### config.mk
export PLATFORM = sky130hd
export DESIGN_NAME = jtag_ir_ctrl
export DESIGN_NICKNAME = d
export VERILOG_FILES = /design/src/rtl/jtag_ir_pkg.sv /design/src/rtl/jtag_ir_reg.sv /design/src/rtl/jtag_ir_decode.sv /design/src/rtl/jtag_fixed_dr.sv /design/src/rtl/jtag_ir_ctrl.sv
export SDC_FILE = /design/constraint.sdc
export NUM_CORES = 1
export LEC_CHECK = 0
export ABC_AREA = 1
export ABC_CLOCK_PERIOD_IN_PS = 2100
export BUFFER_PORTS_ARGS = -buffer_cell sky130_fd_sc_hd__clkbuf_2
export CAP_MARGIN = 20
export CORE_MARGIN = 1
export CORE_UTILIZATION = 59
export CTS_CLUSTER_DIAMETER = 100
export DETAILED_ROUTE_END_ITERATION = 6
export PLACE_DENSITY = 0.77
export SKIP_LAST_GASP = 1
export SLEW_MARGIN = 5
export SYNTH_ARGS = -nofsm -noshare
export SYNTH_HDL_FRONTEND = slang
export SYNTH_HIERARCHICAL = 1
export SYNTH_SLANG_ARGS = --single-unit
### constraint.sdc
create_clock -name tck -period 2.1 [get_ports tck]
set_input_delay 0.105 -clock tck [delete_from_list [all_inputs] [get_ports tck]]
set_output_delay 0.105 -clock tck [all_outputs]
set_load 0.005 [all_outputs]
### src/rtl/jtag_ir_pkg.sv
package jtag_ir_pkg;

    localparam int IR_W = 6;

    typedef logic [IR_W-1:0] ir_t;

    localparam ir_t OP_EXTEST  = 6'b000000;
    localparam ir_t OP_IDCODE  = 6'b000001;
    localparam ir_t OP_SAMPLE  = 6'b000010;
    localparam ir_t OP_ENABLE  = 6'b000011;
    localparam ir_t OP_CLAMP   = 6'b011111;
    localparam ir_t OP_HIGHZ   = 6'b111101;
    localparam ir_t OP_BYPASS  = 6'b111111;

    localparam ir_t IR_CAPTURE_PAT = 6'b000001;

    typedef enum logic [1:0] {
        DR_BOUNDARY = 2'b00,
        DR_IDCODE   = 2'b01,
        DR_BYPASS   = 2'b10,
        DR_TESTCTRL = 2'b11
    } dr_sel_e;

    typedef enum logic [1:0] {
        PIN_NORMAL = 2'b00,
        PIN_UPDATE = 2'b01,
        PIN_HIZ    = 2'b10
    } pin_mode_e;

    typedef struct packed {
        dr_sel_e   dr;
        pin_mode_e pin;
        logic      func_rst;
        logic      tctrl;
    } decode_t;

endpackage

### src/rtl/jtag_ir_reg.sv
module jtag_ir_reg
    import jtag_ir_pkg::*;
(
    input  logic tck,
    input  logic trst_n,
    input  logic tlr,
    input  logic cap_ir,
    input  logic sh_ir,
    input  logic upd_ir,
    input  logic tdi,
    output ir_t  instr_q,
    output logic ir_so
);

    // Shift stage, rising edge
    ir_t sr_d, sr_q;

    always_comb begin
        sr_d = sr_q;
        if (cap_ir) begin
            sr_d = IR_CAPTURE_PAT;
        end else if (sh_ir) begin
            sr_d = {tdi, sr_q[IR_W-1:1]};
        end
    end

    always_ff @(posedge tck or negedge trst_n) begin
        if (!trst_n) begin
            sr_q <= IR_CAPTURE_PAT;
        end else begin
            sr_q <= sr_d;
        end
    end

    // Held instruction, falling edge
    ir_t instr_d;

    always_comb begin
        instr_d = instr_q;
        if (tlr) begin
            instr_d = OP_IDCODE;
        end else if (upd_ir) begin
            instr_d = sr_q;
        end
    end

    always_ff @(negedge tck or negedge trst_n) begin
        if (!trst_n) begin
            instr_q <= OP_IDCODE;
        end else begin
            instr_q <= instr_d;
        end
    end

    assign ir_so = sr_q[0];

    assert_ir_capture_R2: assert property (@(posedge tck) disable iff (!trst_n)
        cap_ir |=> (ir_so == 1'b1));

    assert_ir_tlr_R1: assert property (@(negedge tck) disable iff (!trst_n)
        tlr |=> (instr_q == OP_IDCODE));

    assert_ir_hold_R3: assert property (@(negedge tck) disable iff (!trst_n)
        (!tlr && !upd_ir) |=> $stable(instr_q));

endmodule

### src/rtl/jtag_ir_decode.sv
module jtag_ir_decode
    import jtag_ir_pkg::*;
(
    input  ir_t     instr,
    output decode_t dec
);

    always_comb begin
        dec.dr       = DR_BYPASS;
        dec.pin      = PIN_NORMAL;
        dec.func_rst = 1'b0;
        dec.tctrl    = 1'b0;
        case (instr)
            OP_EXTEST: begin
                dec.dr       = DR_BOUNDARY;
                dec.pin      = PIN_UPDATE;
                dec.func_rst = 1'b1;
            end
            OP_IDCODE: begin
                dec.dr = DR_IDCODE;
            end
            OP_SAMPLE: begin
                dec.dr = DR_BOUNDARY;
            end
            OP_ENABLE: begin
                dec.dr    = DR_TESTCTRL;
                dec.tctrl = 1'b1;
            end
            OP_CLAMP: begin
                dec.pin      = PIN_UPDATE;
                dec.func_rst = 1'b1;
            end
            OP_HIGHZ: begin
                dec.pin      = PIN_HIZ;
                dec.func_rst = 1'b1;
            end
            default: begin
                // BYPASS and every undefined opcode keep the defaults
            end
        endcase
    end

endmodule

### src/rtl/jtag_fixed_dr.sv
module jtag_fixed_dr #(
    parameter int          ID_W     = 32,
    parameter logic [31:0] ID_VALUE = 32'h0F3A_9C55
) (
    input  logic tck,
    input  logic trst_n,
    input  logic cap_dr,
    input  logic sh_dr,
    input  logic sel_id,
    input  logic sel_byp,
    input  logic tdi,
    output logic id_so,
    output logic byp_so
);

    localparam logic [ID_W-1:0] ID_CAP = ID_VALUE[ID_W-1:0] | {{(ID_W-1){1'b0}}, 1'b1};

    typedef struct packed {
        logic [ID_W-1:0] id_sr;
        logic            byp;
    } fdr_t;

    fdr_t st_d, st_q;

    always_comb begin
        st_d = st_q;
        if (sel_id) begin
            if (cap_dr) begin
                st_d.id_sr = ID_CAP;
            end else if (sh_dr) begin
                st_d.id_sr = {tdi, st_q.id_sr[ID_W-1:1]};
            end
        end
        if (sel_byp) begin
            if (cap_dr) begin
                st_d.byp = 1'b0;
            end else if (sh_dr) begin
                st_d.byp = tdi;
            end
        end
    end

    always_ff @(posedge tck or negedge trst_n) begin
        if (!trst_n) begin
            st_q.id_sr <= ID_CAP;
            st_q.byp   <= 1'b0;
        end else begin
            st_q <= st_d;
        end
    end

    assign id_so  = st_q.id_sr[0];
    assign byp_so = st_q.byp;

    assert_id_capture_R10: assert property (@(posedge tck) disable iff (!trst_n)
        (cap_dr && sel_id) |=> (id_so == 1'b1));

    assert_byp_capture_R11: assert property (@(posedge tck) disable iff (!trst_n)
        (cap_dr && sel_byp) |=> (byp_so == 1'b0));

    assert_byp_shift_R11: assert property (@(posedge tck) disable iff (!trst_n)
        (sh_dr && !cap_dr && sel_byp) |=> (byp_so == $past(tdi)));

endmodule

### src/rtl/jtag_ir_ctrl.sv
module jtag_ir_ctrl
    import jtag_ir_pkg::*;
#(
    parameter int          ID_W     = 32,
    parameter logic [31:0] ID_VALUE = 32'h0F3A_9C55
) (
    input  logic       tck,
    input  logic       trst_n,
    input  logic       tlr,
    input  logic       cap_ir,
    input  logic       sh_ir,
    input  logic       upd_ir,
    input  logic       cap_dr,
    input  logic       sh_dr,
    input  logic       tdi,
    output logic [1:0] dr_sel,
    output logic       ser_out,
    output logic       ext_tdo_sel,
    output logic       func_rst,
    output logic [1:0] pin_mode,
    output logic       tctrl_sel
);

    ir_t     instr_q;
    logic    ir_so;
    decode_t dec;
    logic    id_so;
    logic    byp_so;

    jtag_ir_reg u_ir (
        .tck     (tck),
        .trst_n  (trst_n),
        .tlr     (tlr),
        .cap_ir  (cap_ir),
        .sh_ir   (sh_ir),
        .upd_ir  (upd_ir),
        .tdi     (tdi),
        .instr_q (instr_q),
        .ir_so   (ir_so)
    );

    jtag_ir_decode u_dec (
        .instr (instr_q),
        .dec   (dec)
    );

    jtag_fixed_dr #(
        .ID_W     (ID_W),
        .ID_VALUE (ID_VALUE)
    ) u_fdr (
        .tck     (tck),
        .trst_n  (trst_n),
        .cap_dr  (cap_dr),
        .sh_dr   (sh_dr),
        .sel_id  (dec.dr == DR_IDCODE),
        .sel_byp (dec.dr == DR_BYPASS),
        .tdi     (tdi),
        .id_so   (id_so),
        .byp_so  (byp_so)
    );

    always_comb begin
        ser_out     = 1'b0;
        ext_tdo_sel = 1'b0;
        if (sh_ir) begin
            ser_out = ir_so;
        end else begin
            case (dec.dr)
                DR_IDCODE:   ser_out = id_so;
                DR_BYPASS:   ser_out = byp_so;
                default:     ext_tdo_sel = 1'b1;
            endcase
        end
    end

    assign dr_sel    = dec.dr;
    assign pin_mode  = dec.pin;
    assign func_rst  = dec.func_rst;
    assign tctrl_sel = dec.tctrl;

    assert_rst_pins_R4: assert property (@(posedge tck) disable iff (!trst_n)
        func_rst |-> (pin_mode != PIN_NORMAL));

    assert_tctrl_path_R6: assert property (@(posedge tck) disable iff (!trst_n)
        tctrl_sel |-> (dr_sel == DR_TESTCTRL && !func_rst));

    assert_ext_shift_ir_R12: assert property (@(posedge tck) disable iff (!trst_n)
        sh_ir |-> !ext_tdo_sel);

    assert_ext_quiet_R12: assert property (@(posedge tck) disable iff (!trst_n)
        ext_tdo_sel |-> !ser_out);

endmodule

# Yosys cells after proc, flatten, opt, wreduce, memory -nomap -nowiden
# Index checks and enable logic that the tools add are counted.
totals:
  reg_bits: 45
  inputBits: 9
  word_cells: 35
  out_inout_bits: 8
classes:
  n_eq_ne: 7
  n_reduce_logical: 9
  mux: 15
ops:
  columns: ["cell", "n"]
  rows:
  - ["32-bit two-way mux", 2]
  - ["6-bit two-way mux", 4]
  - ["6-bit by 2-bit equality test with 1-bit output (second input constant)", 2]
  - ["6-bit by 1-bit equality test with 1-bit output (second input constant)", 1]
  - ["6-bit by 5-bit equality test with 1-bit output (second input constant)", 1]
  - ["6-bit equality test (second input constant)", 1]
  - ["6-bit zero test", 1]
  - ["1-bit two-way mux", 6]
  - ["2-bit case mux with 3 select lines", 1]
  - ["3-bit case mux with 2 select lines", 1]
  - ["2-bit nonzero test", 3]
  - ["2-bit OR reduction", 3]
  - ["2-bit AND reduction", 2]
  - ["2-bit by 1-bit equality test with 1-bit output (second input constant)", 1]
  - ["2-bit equality test (second input constant)", 1]
  - ["1-bit case mux with 2 select lines", 1]

# Logic depth before layout (Yosys ltp)
# Gate-level depths: netlist of the first run.
depth:
  depth_word: 7
  depth_mapped: 9
  depth_no_buf: 9

# By module
# The synthesis of the first run kept the hierarchy.
by_module_without_submodules:
  columns: ["mod", "area_each_um2", "seq_area_each_um2", "cells_each", "n_inst"]
  rows:
  - ["jtag_fixed_dr", 1616.6, 845.8, 182, 1]
  - ["jtag_ir_reg", 486.7, 302.8, 53, 1]
  - ["jtag_ir_decode", 97.6, 0.0, 22, 1]
  - ["jtag_ir_ctrl", 66.3, 0.0, 13, 1]

==> results of run 1 <==
## power by group through the flow
| stage | clock, mW | combinational [mW] | sequential (mW) |
|---|---|---|---|
| after floorplan | 0.00596 | 0.296 | 1.10 |
| after global placement | 0.00596 | 0.356 | 1.12 |
| after detailed placement | 0.00596 | 0.364 | 1.12 |
| after CTS | 0.545 | 0.406 | 1.11 |
| after global routing | 0.583 | 0.478 | 1.12 |
| final | 0.525 | 0.422 | 1.11 |
## logic make-up after synthesis
group           count (synthesis)
compound gates                  2
flops                          45
buf+inv                        41
simple gates                  180
fa+ha+maj                       2
## routing by layer
metal  up-vias  GRT usage (%)  share of wire (%)
met5         -              0                  0
met4         0          11.65               0.82
met3         2          5.893                5.7
met2        55          42.29                 48
met1       899          35.66                 45
li1        923              -                  -
## stage by stage
| stage | area (sq um) | worst slack, ns | TNS, ns |
|---|---|---|---|
| global route | 2713 | -0.8200 | -26.81 |
| global placement | 2440 | -0.4648 | -15.24 |
| floorplan | 2293 | -0.4160 | -13.50 |
| CTS | 2664 | -0.6654 | -21.02 |
| detailed placement | 2440 | -0.5112 | -16.18 |
| finish | 2713 | -0.6991 | -23.58 |
## timing repair
action	in CTS	in global routing
cloned	1	0
pin swaps	7	5
buffers inserted	7	5
hold endpoints to repair	4	0
endpoints found under the setup margin	41	41
gates resized for setup	16	8
hold buffers	1	0
## sequential cells by signal, indices dropped and copies added (netlist names)
| register | count |
|---|---|
| u_ir/sr_q | 6 |
| u_ir/instr_q | 6 |
| u_fdr/byp_so | 1 |
| u_fdr/st_q | 31 |
| u_fdr/id_so | 1 |
## synth_stat cells
master / number / area (sq um)
dfrtn_1: 5 / 125.1
nand3_2: 1 / 10.01
nand4_1: 17 / 106.4
nor2_1: 9 / 33.78
a21oi_1: 2 / 10.01
inv_2: 1 / 3.750
ha_1: 2 / 25.02
buf_12: 2 / 40.04
buf_2: 7 / 35.03
nand2_8: 2 / 40.04
buf_4: 2 / 15.01
dfrtp_1: 22 / 550.5
nand2_1: 99 / 371.6
nand2_2: 20 / 125.1
inv_1: 26 / 97.59
nor2_4: 2 / 22.52
nand3b_1: 1 / 7.510
nor2_2: 1 / 6.260
buf_6: 2 / 22.52
dfstp_2: 18 / 473.0
nand3_1: 28 / 140.1
inv_4: 1 / 6.260
## critical path: stages, from the launching register on
cell and delay (ns):
dfstp_2 0.56, inv_2 0.06, nor2_4 0.11, inv_2 0.06, ha_4 0.26, nor2_1 0.03
nand2_1 0.06, nand2_1 0.04, clkbuf_2 0.10
## worst paths after layout
check | to | slack (ns) | startpoint | cells after the start
max in group asynchronous | u_ir/instr_q[1] | 0.45 | trst_n | 3
min reg2reg | u_fdr/st_q[26] | 0.47 | u_fdr/st_q[26] | 2
max reg2reg | u_fdr/st_q[8] | -0.62 | u_ir/instr_q[0] | 8
min in group asynchronous | u_ir/sr_q[3] | 0.24 | trst_n | 2
min | u_ir/sr_q[0] | 0.06 | cap_ir | 3
max | ser_out | -0.70 | u_ir/instr_q[0] | 8
## cell type report
cell class	count	area, sq um
Tap cell	48	60.06
Fill cell	274	948.4
Inverter	27	103.9
Clock buffer	5	68.82
Multi-Input combinational cell	185	988.4
Timing Repair Buffer	43	321.6
Clock inverter	4	21.27
Sequential cell	45	1149
==> results.sh, run 1 <==
export IMPL_holdWs_ns=0.05908
export IMPL_die_x_microns=63.99
export IMPL_violations="setup timing"
export IMPL_syn_inst=270
export IMPL_stdcell_count=357
export IMPL_synth_nets=281
export IMPL_antenna_found_initial=0
export IMPL_placementRows=22
export IMPL_grt_pass1_vias=1745
export IMPL_drtIter0Drc=211
export IMPL_track_usage_pct=26.87
export IMPL_cp_start_kind="flop"
export IMPL_vdd_drop_max_uv=549.8
export IMPL_clk_latency_ns=0.35
export IMPL_drv_slew=0
export IMPL_worst_slew_margin_rel_pct=72.50
export IMPL_crit_type="reg2out"
export IMPL_nets=319
export IMPL_path_max_fanout=3
export IMPL_cts_max_level=2
export IMPL_fp_coreArea_sq_um=3661
export IMPL_grt_first_pass_wirelength_microns=8204
export IMPL_powerDensity_nw_per_um2=758.7
export IMPL_grt_max_degree=34
export IMPL_seq_area_frac_synth_pct=50.66
export IMPL_drtAntennaViolNets=0
export IMPL_final_common_cell="nand2_1"
export IMPL_ys_types=22
export IMPL_synthAdderAreaFrac_pct=1.104
export IMPL_synth_compound_area_share_pct=0.4415
export IMPL_synth_area_mux_share_pct=0
export IMPL_first_pass_iters=4
export IMPL_area_growth_pct=19.65
export IMPL_dp_final_hpwl_microns=2739
export IMPL_power_leakage_nw=1.472
export IMPL_dpl_cell_count=338
export IMPL_pwr_share_seq_pct=54.0
export IMPL_status="finished with violations"
export IMPL_cts_sinks=45
export IMPL_io_buffers=16
export IMPL_endpoint_kind="output port"
export IMPL_fin_ws_ns=-0.6991
export IMPL_hold_viol_final=0
export IMPL_synth_top_family_by_area="simple AND/OR/NAND/NOR gates"
export IMPL_drive_above_1_share_pct=35.92
export IMPL_synth_xor_area_share_pct=0
export IMPL_final_util_pct=74.09
export IMPL_maxCapViolations=0
export IMPL_syn_area_per_cell_sq_um=8.397
export IMPL_wl_microns=4857
export IMPL_diodes=0
export IMPL_synthSimpleGateAreaFrac_pct=38.08
export IMPL_final_cell_mix="nand2_1 (97), nand3_1 (27), nand2_2 (22), inv_1 (22), dfrtp_1 (22)"
export IMPL_worst_pin_slew_ns=0.4125
export IMPL_rsz0062_at_grt="true"
export IMPL_wire_per_inst_microns=13.61
export IMPL_p_switching_mw=0.6235
export IMPL_p_sw_share_pct=30.30
export IMPL_clockBufferDepth=2
export IMPL_hp_class="in2reg"
export IMPL_ys_warn_count=6
export IMPL_cts_root_buf="clkbuf_8"
export IMPL_vias_per_cell=5.263
export IMPL_ys_ff_latch=45
export IMPL_num_vias=1879
export IMPL_clk_pin_slew_ns=0.08
export IMPL_internal_power_mw=1.435
export IMPL_grt_overflow=0
export IMPL_io_pins=17
export IMPL_cts_buffers=5
export IMPL_cts_tree="yes"
export IMPL_combPwrFrac_pct=20.5
export IMPL_die_h_microns=63.99
export IMPL_fin_skew_ns=0.05562
export IMPL_initial_core_util_pct=61.93
export IMPL_setup_violations_final=41
export IMPL_critical_path_required_ns=2.00
export IMPL_place_gp_congestion=0.8494
export IMPL_dieArea_sq_um=4095
export IMPL_arrival_ns=2.69
export IMPL_synth_area_sq_um=2267
export IMPL_drcViolationCount=0
export IMPL_power_total_mw=2.058
export IMPL_clockPowerShare_pct=25.5
Power figures use the tool's default switching activity.
==> run 2, diff against run 1 <==
- HOLD_SLACK_MARGIN: unset -> 0.02
- SETUP_SLACK_MARGIN: unset -> 0.4
==> run 2 against run 1 <==
  * The flow still finishes with violations (setup timing)
  * Utilization rose by 1.8 points
  * Sequential power barely moved
  * Cell count rose by 2.2%
  * Design area rose by 2.4%
  * Sequential share of layout area fell by 1.0 points
  * Hold slack barely moved
  * Clock power rose by 2%
  * Critical endpoint unchanged
==> results.sh, run 2 (synthesized netlist as in run 1, its figures left out) <==
export IMPL_arrival_ns=2.75
export IMPL_hold_viol_final=0
export IMPL_drv_slew=0
export IMPL_die_h_microns=63.99
export IMPL_clockPowerShare_pct=25.7
export IMPL_hp_start="cap_ir"
export IMPL_largest_reg_flops=31
export IMPL_reg_largest_list="u_fdr/st_q x31, u_ir/instr_q x6, u_ir/sr_q x6"
export IMPL_tns_ns=-24.46
export IMPL_initial_core_util_pct=61.93
export IMPL_diodes=0
export IMPL_clk_pin_slew_ns=0.09
export IMPL_place_area_sq_um=2440
export IMPL_place_gp_congestion=0.7678
export IMPL_finalInstanceArea_sq_um=2779
export IMPL_seqCellArea_sq_um=1149
export IMPL_cts_max_level=2
export IMPL_fin_ws_ns=-0.7533
export IMPL_pwr_share_seq_pct=53.4
export IMPL_dp_final_hpwl_microns=2741
export IMPL_wl_microns=5136
export IMPL_io_pins=17
export IMPL_setup_violations_final=41
export IMPL_vias_per_cell=5.301
export IMPL_hp_class="in2reg"
export IMPL_internal_power_mw=1.447
export IMPL_clockBufferDepth=2
export IMPL_grt_first_pass_wirelength_microns=7831
export IMPL_io_buffers=16
export IMPL_cts_tree="yes"
export IMPL_powerDensity_nw_per_um2=748.2
export IMPL_final_common_cell="nand2_1"
export IMPL_drcViolationCount=0
export IMPL_worst_slew_margin_rel_pct=72.08
export IMPL_worst_pin_slew_ns=0.4187
export IMPL_cts_buffers=5
export IMPL_multi_input_area_sq_um=1007
export IMPL_stdcell_count=365
export IMPL_first_pass_iters=4
export IMPL_path_max_fanout=4
export IMPL_dp_slack_ns=-0.5283
export IMPL_die_x_microns=63.99
export IMPL_antenna_found_initial=0
export IMPL_power_total_mw=2.079
export IMPL_p_sw_share_pct=30.38
export IMPL_track_usage_pct=25.08
export IMPL_maxCapViolations=0
export IMPL_fp_coreArea_sq_um=3661
export IMPL_drtAntennaViolNets=0
export IMPL_clk_latency_ns=0.34
export IMPL_violations="setup timing"
export IMPL_cts_root_buf="clkbuf_8"
export IMPL_cts_sinks=45
export IMPL_top_register="u_fdr/st_q"
export IMPL_combPwrFrac_pct=21.0
export IMPL_fin_skew_ns=0.05292
export IMPL_final_util_pct=75.91
export IMPL_holdWs_ns=0.05917
export IMPL_grt_pass1_vias=1740
export IMPL_area_growth_pct=22.57
export IMPL_dieArea_sq_um=4095
export IMPL_grt_max_degree=29
export IMPL_regToRegStartpoint="u_ir/instr_q[0]"
export IMPL_num_vias=1935
export IMPL_reg2reg_depth=8
export IMPL_hold_end="u_ir/sr_q[0]"
export IMPL_critical_path_required_ns=2.00
export IMPL_grt_overflow=0
export IMPL_nets=327
export IMPL_placementRows=22
export IMPL_status="finished with violations"
export IMPL_reg2reg_setup_slack_ns=-0.66
export IMPL_vdd_drop_max_uv=482.3
export IMPL_worstReg2RegEnd="u_fdr/st_q[29]"
export IMPL_wire_per_inst_microns=14.07
export IMPL_fillers=232
export IMPL_drtIter0Drc=189
export IMPL_cp_start_kind="flop"
export IMPL_dpl_cell_count=338
export IMPL_power_leakage_nw=1.510
export IMPL_endpoint_kind="output port"
export IMPL_p_switching_mw=0.6316
export IMPL_final_cell_mix="nand2_1 (97), buf_4 (28), nand3_1 (25)"
export IMPL_crit_type="reg2out"
export IMPL_drive_above_1_share_pct=37.85
export IMPL_rsz0062_at_grt="true"
export IMPL_worstHoldPathCells=3
## run 2: cell count changes in the layout (fill, tap and decap cells not counted), moves of 2 or more
| cell | delta |
|---|---|
| buf_4 | +9 |
| buf_6 | -2 |
| clkbuf_1 | +2 |
| nand3_1 | -2 |
| nand3_2 | +2 |
## run 2: how the worst max path moves through the flow
stage / startpoint / depth (start not counted) / end
2_1_floorplan: u_ir/instr_q[5] / 9 / u_fdr/st_q[24]
3_3_place_gp: u_ir/instr_q[0] / 6 / u_fdr/st_q[2]
3_5_place_dp: u_ir/instr_q[2] / 7 / u_fdr/st_q[8]
4_1_cts: u_ir/instr_q[0] / 9 / ser_out
5_1_grt: u_ir/instr_q[0] / 9 / ser_out
6_report: u_ir/instr_q[0] / 8 / ser_out
## run 2: power by group through the flow
stage	logic [mW]	clock network [mW]	registers [mW]
2_1_floorplan	0.296	0.00596	1.10
3_3_place_gp	0.358	0.00596	1.12
3_5_place_dp	0.366	0.00596	1.12
4_1_cts	0.415	0.543	1.10
5_1_grt	0.487	0.581	1.12
6_report	0.436	0.534	1.11
## run 2: final cells by class
cell class | instances | area share [%]
Sequential cell | 45 | 41.33
Clock inverter | 2 | 0.4052
Multi-Input combinational cell | 185 | 36.25
Tap cell | 48 | 2.161
Clock buffer | 7 | 2.747
Timing Repair Buffer | 51 | 13.37
Inverter | 27 | 3.737
## run 2: metal layers
metal	GRT usage, %	wire (microns)	up-vias
met5	0	0	-
met4	6.534	126	0
met3	5.357	197	12
met2	42.29	2531	45
met1	32.70	2281	941
li1	-	-	937
## run 2: worst max-delay path, stage by stage (launching register included)
cell and delay (ns):
dfstp_2 0.56, inv_2 0.06, nor2_4 0.13, inv_2 0.06, ha_4 0.29, nor2_2 0.04, nand2_1 0.06, nand2_1 0.05
clkbuf_2 0.10
## run 2: timing repair
item / 4_1_cts / 5_1_grt
gates resized for setup: 17 / 9
endpoints found under the hold margin: 22 / 0
endpoints found under the setup margin: 47 / 47
hold buffers: 1 / 0
setup buffers: 12 / 5
cloned: 1 / 0
pin swaps: 9 / 7
